$ cat src/rtl/pwmc_pkg.sv
package pwmc_pkg;
  localparam int ADDR_W    = 12;
  localparam int DATA_W    = 32;
  localparam int PRES_W    = 4;
  localparam int POL_BIT   = 9;

  // global strobe and status addresses
  localparam logic [ADDR_W-1:0] ADDR_ENA  = 12'h004;
  localparam logic [ADDR_W-1:0] ADDR_DIS  = 12'h008;
  localparam logic [ADDR_W-1:0] ADDR_STAT = 12'h00C;
  localparam logic [ADDR_W-1:0] ADDR_FLAG = 12'h01C;

  // per-channel window
  localparam logic [ADDR_W-1:0] CH_BASE   = 12'h200;
  localparam int                CH_STRIDE = 32;
  localparam int                OFF_W     = $clog2(CH_STRIDE);

  localparam logic [OFF_W-1:0] OFF_MODE    = 5'h00;
  localparam logic [OFF_W-1:0] OFF_LEN     = 5'h04;
  localparam logic [OFF_W-1:0] OFF_LEN_STG = 5'h08;
  localparam logic [OFF_W-1:0] OFF_PER     = 5'h0C;
  localparam logic [OFF_W-1:0] OFF_PER_STG = 5'h10;
endpackage

$ cat src/rtl/pwmc_prescale.sv
module pwmc_prescale #(
  parameter int PRES_MAX = 10,
  parameter int PRES_W   = 4
) (
  input  logic              clk,
  input  logic              rst_n,
  input  logic              clr,
  input  logic              run,
  input  logic [PRES_W-1:0] pres,
  output logic              tick
);
  logic [PRES_MAX-1:0] pcnt_q, pcnt_n;
  logic [PRES_MAX:0]   span;

  always_comb begin
    span = ({{PRES_MAX{1'b0}}, 1'b1} << pres) - 1'b1;
    tick = run && ((pcnt_q & span[PRES_MAX-1:0]) == span[PRES_MAX-1:0]);
  end

  always_comb begin
    pcnt_n = pcnt_q;
    if (clr)      pcnt_n = '0;
    else if (run) pcnt_n = pcnt_q + 1'b1;
  end

  always_ff @(posedge clk or negedge rst_n) begin
    if (!rst_n) pcnt_q <= '0;
    else        pcnt_q <= pcnt_n;
  end
endmodule

$ cat src/rtl/pwmc_chan.sv
module pwmc_chan
  import pwmc_pkg::*;
#(
  parameter int CNT_W    = 16,
  parameter int PRES_MAX = 10
) (
  input  logic              clk,
  input  logic              rst_n,
  input  logic              reg_wr,
  input  logic [OFF_W-1:0]  reg_off,
  input  logic [DATA_W-1:0] reg_wdata,
  output logic [DATA_W-1:0] reg_rdata,
  input  logic              start_req,
  input  logic              stop_req,
  output logic              running,
  output logic              period_end,
  output logic              pwm
);
  logic              run_q, run_n, halt_q, halt_n, pol_q, pol_n;
  logic [PRES_W-1:0] pres_q, pres_n;
  logic [CNT_W-1:0]  cnt_q, cnt_n, len_q, len_n, per_q, per_n;
  logic [CNT_W-1:0]  len_st_q, len_st_n, per_st_q, per_st_n;
  logic              len_pd_q, len_pd_n, per_pd_q, per_pd_n;
  logic              tick, active;

  pwmc_prescale #(.PRES_MAX(PRES_MAX), .PRES_W(PRES_W)) u_div (
    .clk(clk), .rst_n(rst_n), .clr(start_req && !run_q),
    .run(run_q), .pres(pres_q), .tick(tick)
  );

  assign period_end = run_q && tick && ((per_q == '0) || (cnt_q == per_q - 1'b1));
  assign active     = (per_q != '0) && (cnt_q >= len_q);
  assign running    = run_q;
  assign pwm        = run_q ? (active ^ pol_q) : pol_q;

  always_comb begin
    run_n = run_q;  halt_n = halt_q;  cnt_n = cnt_q;
    pres_n = pres_q; pol_n = pol_q;  len_n = len_q;  per_n = per_q;
    len_st_n = len_st_q; per_st_n = per_st_q;
    len_pd_n = len_pd_q; per_pd_n = per_pd_q;

    if (start_req) begin
      if (!run_q) begin
        run_n = 1'b1;
        cnt_n = '0;
      end
      halt_n = 1'b0;
    end else if (stop_req && run_q) begin
      halt_n = 1'b1;
    end

    if (run_q && tick) cnt_n = period_end ? '0 : cnt_q + 1'b1;

    if (period_end) begin
      if (len_pd_q) begin len_n = len_st_q; len_pd_n = 1'b0; end
      if (per_pd_q) begin per_n = per_st_q; per_pd_n = 1'b0; end
      if (halt_q)   begin run_n = 1'b0;     halt_n   = 1'b0; end
    end

    if (reg_wr) begin
      unique case (reg_off)
        OFF_MODE: if (!run_q) begin
          pol_n = reg_wdata[POL_BIT];
          if (reg_wdata[PRES_W-1:0] <= PRES_W'(PRES_MAX)) pres_n = reg_wdata[PRES_W-1:0];
        end
        OFF_LEN: if (!run_q) begin
          len_n = reg_wdata[CNT_W-1:0];
          len_pd_n = 1'b0;
        end
        OFF_PER: if (!run_q) begin
          per_n = reg_wdata[CNT_W-1:0];
          per_pd_n = 1'b0;
        end
        OFF_LEN_STG: begin len_st_n = reg_wdata[CNT_W-1:0]; len_pd_n = 1'b1; end
        OFF_PER_STG: begin per_st_n = reg_wdata[CNT_W-1:0]; per_pd_n = 1'b1; end
        default: ;
      endcase
    end
  end

  always_comb begin
    reg_rdata = '0;
    unique case (reg_off)
      OFF_MODE:    begin reg_rdata[POL_BIT] = pol_q; reg_rdata[PRES_W-1:0] = pres_q; end
      OFF_LEN:     reg_rdata[CNT_W-1:0] = len_q;
      OFF_LEN_STG: reg_rdata[CNT_W-1:0] = len_st_q;
      OFF_PER:     reg_rdata[CNT_W-1:0] = per_q;
      OFF_PER_STG: reg_rdata[CNT_W-1:0] = per_st_q;
      default: ;
    endcase
  end

  always_ff @(posedge clk or negedge rst_n) begin
    if (!rst_n) begin
      run_q <= 1'b0; halt_q <= 1'b0; pol_q <= 1'b0; pres_q <= '0;
      cnt_q <= '0; len_q <= '0; per_q <= '0; len_st_q <= '0; per_st_q <= '0;
      len_pd_q <= 1'b0; per_pd_q <= 1'b0;
    end else begin
      run_q <= run_n; halt_q <= halt_n; pol_q <= pol_n; pres_q <= pres_n;
      cnt_q <= cnt_n; len_q <= len_n; per_q <= per_n; len_st_q <= len_st_n;
      per_st_q <= per_st_n; len_pd_q <= len_pd_n; per_pd_q <= per_pd_n;
    end
  end
endmodule

$ cat src/rtl/pwm_quad.sv
module pwm_quad
  import pwmc_pkg::*;
#(
  parameter int NCH      = 4,
  parameter int CNT_W    = 16,
  parameter int PRES_MAX = 10
) (
  input  logic              clk,
  input  logic              rst_n,
  input  logic              bus_wr,
  input  logic              bus_rd,
  input  logic [ADDR_W-1:0] bus_addr,
  input  logic [DATA_W-1:0] bus_wdata,
  output logic [DATA_W-1:0] bus_rdata,
  output logic [NCH-1:0]    pwm_out
);
  localparam int                IDX_W   = $clog2(NCH);
  localparam logic [ADDR_W-1:0] CH_SPAN = ADDR_W'(NCH * CH_STRIDE);

  logic              rst_s1, rst_s;
  logic [ADDR_W-1:0] ch_off;
  logic              in_ch;
  logic [IDX_W-1:0]  ch_idx;
  logic [NCH-1:0]    start_vec, stop_vec, run_vec, pend_vec;
  logic [NCH-1:0]    flag_q, flag_n, flag_clr;
  logic [DATA_W-1:0] ch_rdata [NCH];

  // reset asserts at once, releases on the clock
  always_ff @(posedge clk or negedge rst_n) begin
    if (!rst_n) begin rst_s1 <= 1'b0; rst_s <= 1'b0; end
    else        begin rst_s1 <= 1'b1; rst_s <= rst_s1; end
  end

  assign ch_off    = bus_addr - CH_BASE;
  assign in_ch     = (bus_addr >= CH_BASE) && (ch_off < CH_SPAN);
  assign ch_idx    = ch_off[OFF_W +: IDX_W];
  assign start_vec = (bus_wr && bus_addr == ADDR_ENA) ? bus_wdata[NCH-1:0] : '0;
  assign stop_vec  = (bus_wr && bus_addr == ADDR_DIS) ? bus_wdata[NCH-1:0] : '0;

  for (genvar g = 0; g < NCH; g++) begin : g_ch
    pwmc_chan #(.CNT_W(CNT_W), .PRES_MAX(PRES_MAX)) u_ch (
      .clk(clk), .rst_n(rst_s),
      .reg_wr(bus_wr && in_ch && (ch_idx == IDX_W'(g))),
      .reg_off(ch_off[OFF_W-1:0]), .reg_wdata(bus_wdata), .reg_rdata(ch_rdata[g]),
      .start_req(start_vec[g]), .stop_req(stop_vec[g]),
      .running(run_vec[g]), .period_end(pend_vec[g]), .pwm(pwm_out[g])
    );
  end

  always_comb begin
    flag_clr = {NCH{bus_rd && bus_addr == ADDR_FLAG}};
    flag_n   = (flag_q & ~flag_clr) | pend_vec;
  end

  always_ff @(posedge clk or negedge rst_s) begin
    if (!rst_s) flag_q <= '0;
    else        flag_q <= flag_n;
  end

  always_comb begin
    bus_rdata = '0;
    if (bus_addr == ADDR_STAT)      bus_rdata[NCH-1:0] = run_vec;
    else if (bus_addr == ADDR_FLAG) bus_rdata[NCH-1:0] = flag_q;
    else if (in_ch)                 bus_rdata = ch_rdata[ch_idx];
  end
endmodule

$ cat config.mk
export PLATFORM = sky130hd
export DESIGN_NAME = pwm_quad
export DESIGN_NICKNAME = d
export VERILOG_FILES = /design/src/rtl/pwmc_pkg.sv /design/src/rtl/pwmc_prescale.sv /design/src/rtl/pwmc_chan.sv /design/src/rtl/pwm_quad.sv
export SDC_FILE = /design/constraint.sdc
export NUM_CORES = 1
export LEC_CHECK = 0
export BUFFER_PORTS_ARGS = -buffer_cell sky130_fd_sc_hd__buf_2
export CAP_MARGIN = 15
export CORE_ASPECT_RATIO = 1.25
export CORE_MARGIN = 8
export CORE_UTILIZATION = 63
export DETAILED_ROUTE_END_ITERATION = 8
export HOLD_SLACK_MARGIN = 0.03
export PLACE_DENSITY_LB_ADDON = 0.25
export SLEW_MARGIN = 25
export SYNTH_ARGS = -nofsm -noshare
export SYNTH_HDL_FRONTEND = slang
export SYNTH_SLANG_ARGS = --single-unit
$ cat constraint.sdc
create_clock -name clk -period 14.7 [get_ports clk]
set_clock_uncertainty 0.2 [all_clocks]
set_input_delay 0 -clock clk [delete_from_list [all_inputs] [get_ports clk]]
set_output_delay 0 -clock clk [all_outputs]
set_load 0.01 [all_outputs]
# --- Word-level counts from Yosys, hierarchy flattened ---
# Cells that the tools add are included.
totals:
  ff_bits: 402
  latchBits: 0
  ram_bits: 0
  rom_bits: 0
  output_inout_bits: 36
  memories: 0
classes:
  n_addsub: 17
  n_mul: 0
  div_mod_pow: 0
  n_lt_le_gt_ge: 8
  n_eq_ne: 23
  shifts: 4
  mux: 154
  n_bitwise: 16
  reduce_logical: 79
op_table:
  columns: ["operator", "n"]
  rows:
  - ["$mux W16", 56]
  - ["$mux W32", 3]
  - ["$pmux W6 S4", 4]
  - ["$mux W10", 8]
  - ["$pmux W4 S5", 4]
  - ["$pmux W5 S4", 4]
  - ["$add A16 B1 Y16 const B", 4]
  - ["$bmux W32 S2", 1]
  - ["$eq A16 B16 Y1", 4]
  - ["$ge A16 B16 Y1", 4]
  - ["$logic_not A16 Y1", 4]
  - ["$reduce_bool A16 Y1", 4]
  - ["$sub A16 B1 Y16 const B", 4]
  - ["$mux W1", 56]
  - ["$mux W28", 2]
  - ["$add A10 B1 Y10 const B", 4]
  - ["$and A10 B10 Y10", 4]
  - ["$eq A10 B10 Y1", 4]
  - ["$shl A1 B4 Y10 const A", 4]
  - ["$sub A10 B1 Y10 const B", 4]
  - ["$logic_and A1 B1 Y1", 33]
  - ["$eq A12 B4 Y1 const B", 2]
  - ["$reduce_and A2 Y1", 12]
  - ["$pmux W1 S5", 4]
  - ["other kinds (28)", 68]

# --- Longest topological paths before layout ---
depth:
  word_depth: 11
  ltp_mapped: 16
  depth_no_buf: 12

# --- By module ---
# A second synthesis with hierarchy kept.
unflattened:
  hier_cells: 2918
  hier_area_um2: 27045.9
modules_own_cells:
  columns: ["mod", "n_inst", "cells_per_inst", "area_per_inst_um2"]
  rows:
  - ["pwmc_chan (g_ch[0].u_ch ...)", 3, 604, 5649.2]
  - ["pwmc_chan (g_ch[3].u_ch)", 1, 671, 6023.3]
  - ["pwmc_prescale", 4, 77, 649.4]
  - ["pwm_quad", 1, 127, 1477.7]

# --- Worst setup path before layout ---
# Ideal clock, no wire load.
synth_path:
  path_type: "register -> register"
  start: "reg g_ch[2].u_ch.pres_q[2]"
  end: "reg g_ch[2].u_ch.per_q[6]"
  setup_ps: 132
  arrival_time_ps: 3218
  required_time_ps: 14368
  setup_slack_ps: 11150
  stages_incl_launch_ff: 15
  n_path_buf: 4
  synth_period_minus_slack_ps: 3550
  cell_sequence: "dfrtp_1 clkbuf_1 or4_1 ha_1 clkbuf_1 xnor2_1 nor2_1 a2111oi_0 or4b_1 clkbuf_1 a21oi_2 nand2_2 buf_2 mux2i_1 o21ai_1"
synth_via:
  elab_chain_cells: 11
synth_rtl:
  columns: ["item", "line_no", "text"]
  rows:
  - ["from (decl)", "pwmc_chan.sv:20", "logic [PRES_W-1:0] pres_q, pres_n;"]
  - ["from (signal assigned)", "pwmc_chan.sv:99", "run_q <= run_n; halt_q <= halt_n; pol_q <= pol_n; pres_q <= pres_n;"]
  - ["$shl A1 B4 Y10 *", "pwmc_prescale.sv:16", "span = ({{PRES_MAX{1'b0}}, 1'b1} << pres) - 1'b1;"]
  - ["$sub A10 B1 Y10 *", "pwmc_prescale.sv:16", null]
  - ["$and A10 B10 Y10", "pwmc_prescale.sv:17", "tick = run && ((pcnt_q & span[PRES_MAX-1:0]) == span[PRES_MAX-1:0]);"]
  - ["$eq A10 B10 Y1 *", "pwmc_prescale.sv:17", null]
  - ["$logic_and A1 B1 Y1 *", "pwmc_prescale.sv:17", null]
  - ["$logic_and A1 B1 Y1 * (2 in series)", "pwmc_chan.sv:31", "assign period_end = run_q && tick && ((per_q == '0) || (cnt_q == per_q - 1'b1));"]
  - ["$mux W16 *", "pwmc_chan.sv:54", "if (period_end) begin"]
  - ["$mux W16", "pwmc_chan.sv:70", "OFF_PER: if (!run_q) begin"]
  - ["$mux W16", "pwmc_chan.sv:61", "unique case (reg_off)"]
  - ["$mux W16 *", "pwmc_chan.sv:60", "if (reg_wr) begin"]
  - ["via g_ch[2].u_ch.per_n[6]", "pwmc_chan.sv:21", "logic [CNT_W-1:0] cnt_q, cnt_n, len_q, len_n, per_q, per_n;"]
  - ["to (signal assigned)", "pwmc_chan.sv:100", "cnt_q <= cnt_n; len_q <= len_n; per_q <= per_n; len_st_q <= len_st_n;"]
  - ["to (decl)", "pwmc_chan.sv:21", null]
# Mark *: on every way through the listed nets, which the timed path passes. The rest lies on a longest branch.
# A chain may end at the register's enable or synchronous reset.

# --- Final worst setup path ---
layout_path:
  start: "in bus_addr[0]"
  end: "out bus_rdata[0]"
layout_via:
  elab_chain_cells: 9
  word_cells_on_any_way: 22
  cone_classes: "add/sub: 1; order compare: 2; eq/ne: 6; mux: 10; bitwise: 1; reduce/logical: 2"
layout_rtl:
  columns: ["item", "line_no", "text"]
  rows:
  - ["from (decl)", "pwm_quad.sv:12", "input logic [ADDR_W-1:0] bus_addr,"]
  - ["$sub A12 B10 Y12", "pwm_quad.sv:34", "assign ch_off = bus_addr - CH_BASE;"]
  - ["$eq A5 B5 Y1 (tied with other cells)", "pwmc_chan.sv:83", "unique case (reg_off)"]
  - ["$pmux W4 S5", "pwmc_chan.sv:83", null]
  - ["$bmux W32 S2", "pwm_quad.sv:64", "else if (in_ch) bus_rdata = ch_rdata[ch_idx];"]
  - ["$mux W32 (implied by the code) (2 in series)", "pwm_quad.sv:64", null]
  - ["$mux W32", "pwm_quad.sv:64", null]
  - ["$mux W4", "pwm_quad.sv:63", "else if (bus_addr == ADDR_FLAG) bus_rdata[NCH-1:0] = flag_q;"]
  - ["$mux W4 *", "pwm_quad.sv:62", "if (bus_addr == ADDR_STAT) bus_rdata[NCH-1:0] = run_vec;"]
  - ["to (decl)", "pwm_quad.sv:14", "output logic [DATA_W-1:0] bus_rdata,"]
# Every way passes the cells marked *; elsewhere a longest branch is shown, timed or not. The select of a mux whose other input is x is not followed.

==> impl_metrics.env <==
export IMPL_synth_avg_cell_area_um2=9.533
export IMPL_die_w_um=192.6
export IMPL_cts_root_buf="clkbuf_16"
export IMPL_critPathArrivalTime_ns=4.23
export IMPL_p_leak_uw=0.01197
export IMPL_hpwl_mm=46.23
export IMPL_ios=84
export IMPL_antenna_left=0
export IMPL_fin_crit_sh=0.3014
export IMPL_htreeDepth=2
export IMPL_cts_setup_buffers=0
export IMPL_finalNonFillerCells=3071
export IMPL_ys_ff_latch=402
export IMPL_viasPerCell=6.666
export IMPL_synth_ff_type="dfrtp_1"
export IMPL_grt_pass1_wl_mm=110.5
export IMPL_async_flop_share=1.000
export IMPL_core_area_um2=38820
export IMPL_final_common_cell="dfrtp_1"
export IMPL_maxCapViolCount=0
export IMPL_power_density_nw_per_um2=90.90
export IMPL_routedWlPerCell_um=22.74
export IMPL_status="finished clean"
export IMPL_dieArea_um2=45610
export IMPL_cts_resized=0
export IMPL_cts_sinks=402
export IMPL_hold_class="reg2async"
export IMPL_finalCriticalPeriod_ns=4.431
export IMPL_power_uw=2425
export IMPL_fmax_mhz=225.7
export IMPL_place_congestion=0.9236
export IMPL_dr_first_iter_drc_count=2090
export IMPL_cts_buffer_depth=3
export IMPL_synth_edf_count=0
export IMPL_synth_top_cell_area_share=0.4095
export IMPL_critical_path_class="in2out"
export IMPL_worst_pin_slew_ns=1.081
export IMPL_worstSkewPairLatency_ns=0.57
export IMPL_grt_pass1_vias=20140
export IMPL_vias=20470
export IMPL_area_growth_pct=8.602
export IMPL_yosys_area_top_type="dfrtp_1"
export IMPL_place_inst=2959
export IMPL_row_count=81
export IMPL_cts_hold_buf=32
export IMPL_critPathCaptureType="output port"
export IMPL_antenna_found_initial=0
export IMPL_path_max_fanout=62
export IMPL_layout_common_cells="dfrtp_1 (401), nand2_1 (182), nor2_1 (172)"
export IMPL_ys_seq_area_frac=0.4095
export IMPL_r2r_setup_slack_ns=10.31
export IMPL_cts_buffers=42
export IMPL_firstDrtPassIters=6
export IMPL_drive_gt1_frac=0.1361
export IMPL_drc_errors=0
export IMPL_finalNetCount=2668
export IMPL_synthDistinctLibCells=90
export IMPL_cts_tree="built"
export IMPL_max_vdd_ir_drop_v=0.0001253
export IMPL_rsz0062_at_grt="false"
export IMPL_port_buffers=51
export IMPL_setup_viol=0
export IMPL_synth_area_um2=24570
export IMPL_crit_required_ns=14.50
export IMPL_synthTopCellsByArea="dfrtp_1 (41%), mux2_2 (6.8%), mux2i_1 (5.9%), ha_1 (4.1%), a21oi_1 (3.3%)"
export IMPL_fin_setup_tns_ns=0
export IMPL_ys_warn_count=0
export IMPL_wirelength_mm=69.83
export IMPL_maxSlewViolCount=0
export IMPL_critPathLaunchType="input pin"
export IMPL_syn_inst=2577
export IMPL_grtUsageTotal=0.3034
export IMPL_grt_max_degree=173
export IMPL_path_clk_slew_ns=0.06
export IMPL_grt_ovfl_total=0
export IMPL_relSlewSlack=0.2786
export IMPL_initial_utilization=0.6329
export IMPL_final_hold_violation_count=0
export IMPL_chipHeight_um=236.8
[per-stage QoR]
step	instance area, um^2	hold WS, ns	worst slack (ns)	utilization
after detailed placement	24810	-0.4140	10.38	0.6392
after global routing	26680	0.08567	9.895	0.6873
after CTS	26610	0.05451	10.35	0.6855
after global placement	24800	-0.4149	10.53	0.6390
final	26680	0.05342	10.27	0.6874
after floorplan	24620	-0.4956	2.466	-
[cell type report]
type                    count  area [um^2]
flip-flops and latches    402        10060
clock inverters            21        312.8
inverters                 119        446.7
diodes                      1        2.502
repair buffers            110        838.3
multi-input cells        1864        13230
clock buffers              56         1164
fillers                  2958        12140
well taps                 498        623.1
[synthesized netlist by cell type (7+ instances only)]
master / instances
dfrtp_1: 402
nand2_1: 184
nor2_1: 178
a21oi_1: 163
clkbuf_1: 157
mux2_2: 148
mux2i_1: 145
inv_1: 118
nand3_1: 98
o21ai_0: 90
o21ai_1: 87
ha_1: 81
xnor2_1: 52
a22o_1: 47
xor2_1: 44
and3_1: 37
nand2b_1: 34
a221oi_1: 33
nor3_1: 31
a22oi_1: 30
a21o_1: 29
a222oi_1: 28
nand4_1: 27
a31oi_1: 23
nor2b_1: 22
buf_4: 21
nor3b_1: 15
buf_2: 14
o211ai_1: 14
nor4_1: 13
or4_1: 11
nand3b_1: 10
o31ai_1: 10
or2_2: 9
a211oi_1: 8
buf_1: 8
mux4_2: 8
o311ai_0: 8
o41ai_1: 8
and2_1: 7
or3_1: 7
[worst max-delay path: stages]
cell,delay (ns)
dlygate4sd3_1,0.54
buf_2,0.14
or3_1,0.49
nor3b_2,0.55
buf_4,0.80
a222oi_1,0.26
nand2_1,0.17
nor2_1,0.05
a31oi_1,0.52
a21oi_1,0.15
o21ai_0,0.31
buf_2,0.20
[state kept, by name (all words and copies together) (netlist names), 16 cells and up]
signal                  flops
g_ch.u_ch.cnt_q            64
g_ch.u_ch.len_q            64
g_ch.u_ch.len_st_q         64
g_ch.u_ch.per_q            64
g_ch.u_ch.per_st_q         64
g_ch.u_ch.u_div.pcnt_q     40
g_ch.u_ch.pres_q           16
[power by group]
group          leakage (uW)  switching (uW)  internal (uW)
registers           0.00448            20.9           1120
logic               0.00675            90.4           48.5
clock network      0.000731             462            685
total                0.0120             574           1850
[per-layer routing]
layer | vias up | global-route usage | share of wire
met1 | 10082 | 0.3798 | 0.39
li1 | 9275 | - | -
met2 | 893 | 0.4845 | 0.47
met3 | 220 | 0.05829 | 0.077
met5 | - | 0 | 0
met4 | 0 | 0.1718 | 0.060
[logic make-up after synthesis]
group	synth area share
buf+inv	0.05658
compound gates	0.1742
simple gates	0.1493
other cells	0.0003057
mux	0.1347
xor+xnor	0.03422
flops	0.4095
fa+ha+maj	0.04125
[final timing paths]
check                                                   start                                  to  cells after the start
min                                           rst_s$_DFF_PN0_     g_ch[2].u_ch.per_q[4]$_DFF_PN0_                      0
max reg2reg                g_ch[2].u_ch.pres_q[3]$_DFFE_PN0P_    g_ch[2].u_ch.per_q[10]$_DFF_PN0_                     10
min reg2reg                                   rst_s$_DFF_PN0_     g_ch[2].u_ch.per_q[4]$_DFF_PN0_                      0
max                                               bus_addr[0]                        bus_rdata[0]                     12
max in group asynchronous                     rst_s$_DFF_PN0_  g_ch[0].u_ch.cnt_q[13]$_DFFE_PN0P_                      3
min in group clk                                 bus_addr[11]       g_ch[1].u_ch.halt_q$_DFF_PN0_                      6
No activity file was read; power rests on OpenSTA's default activity.
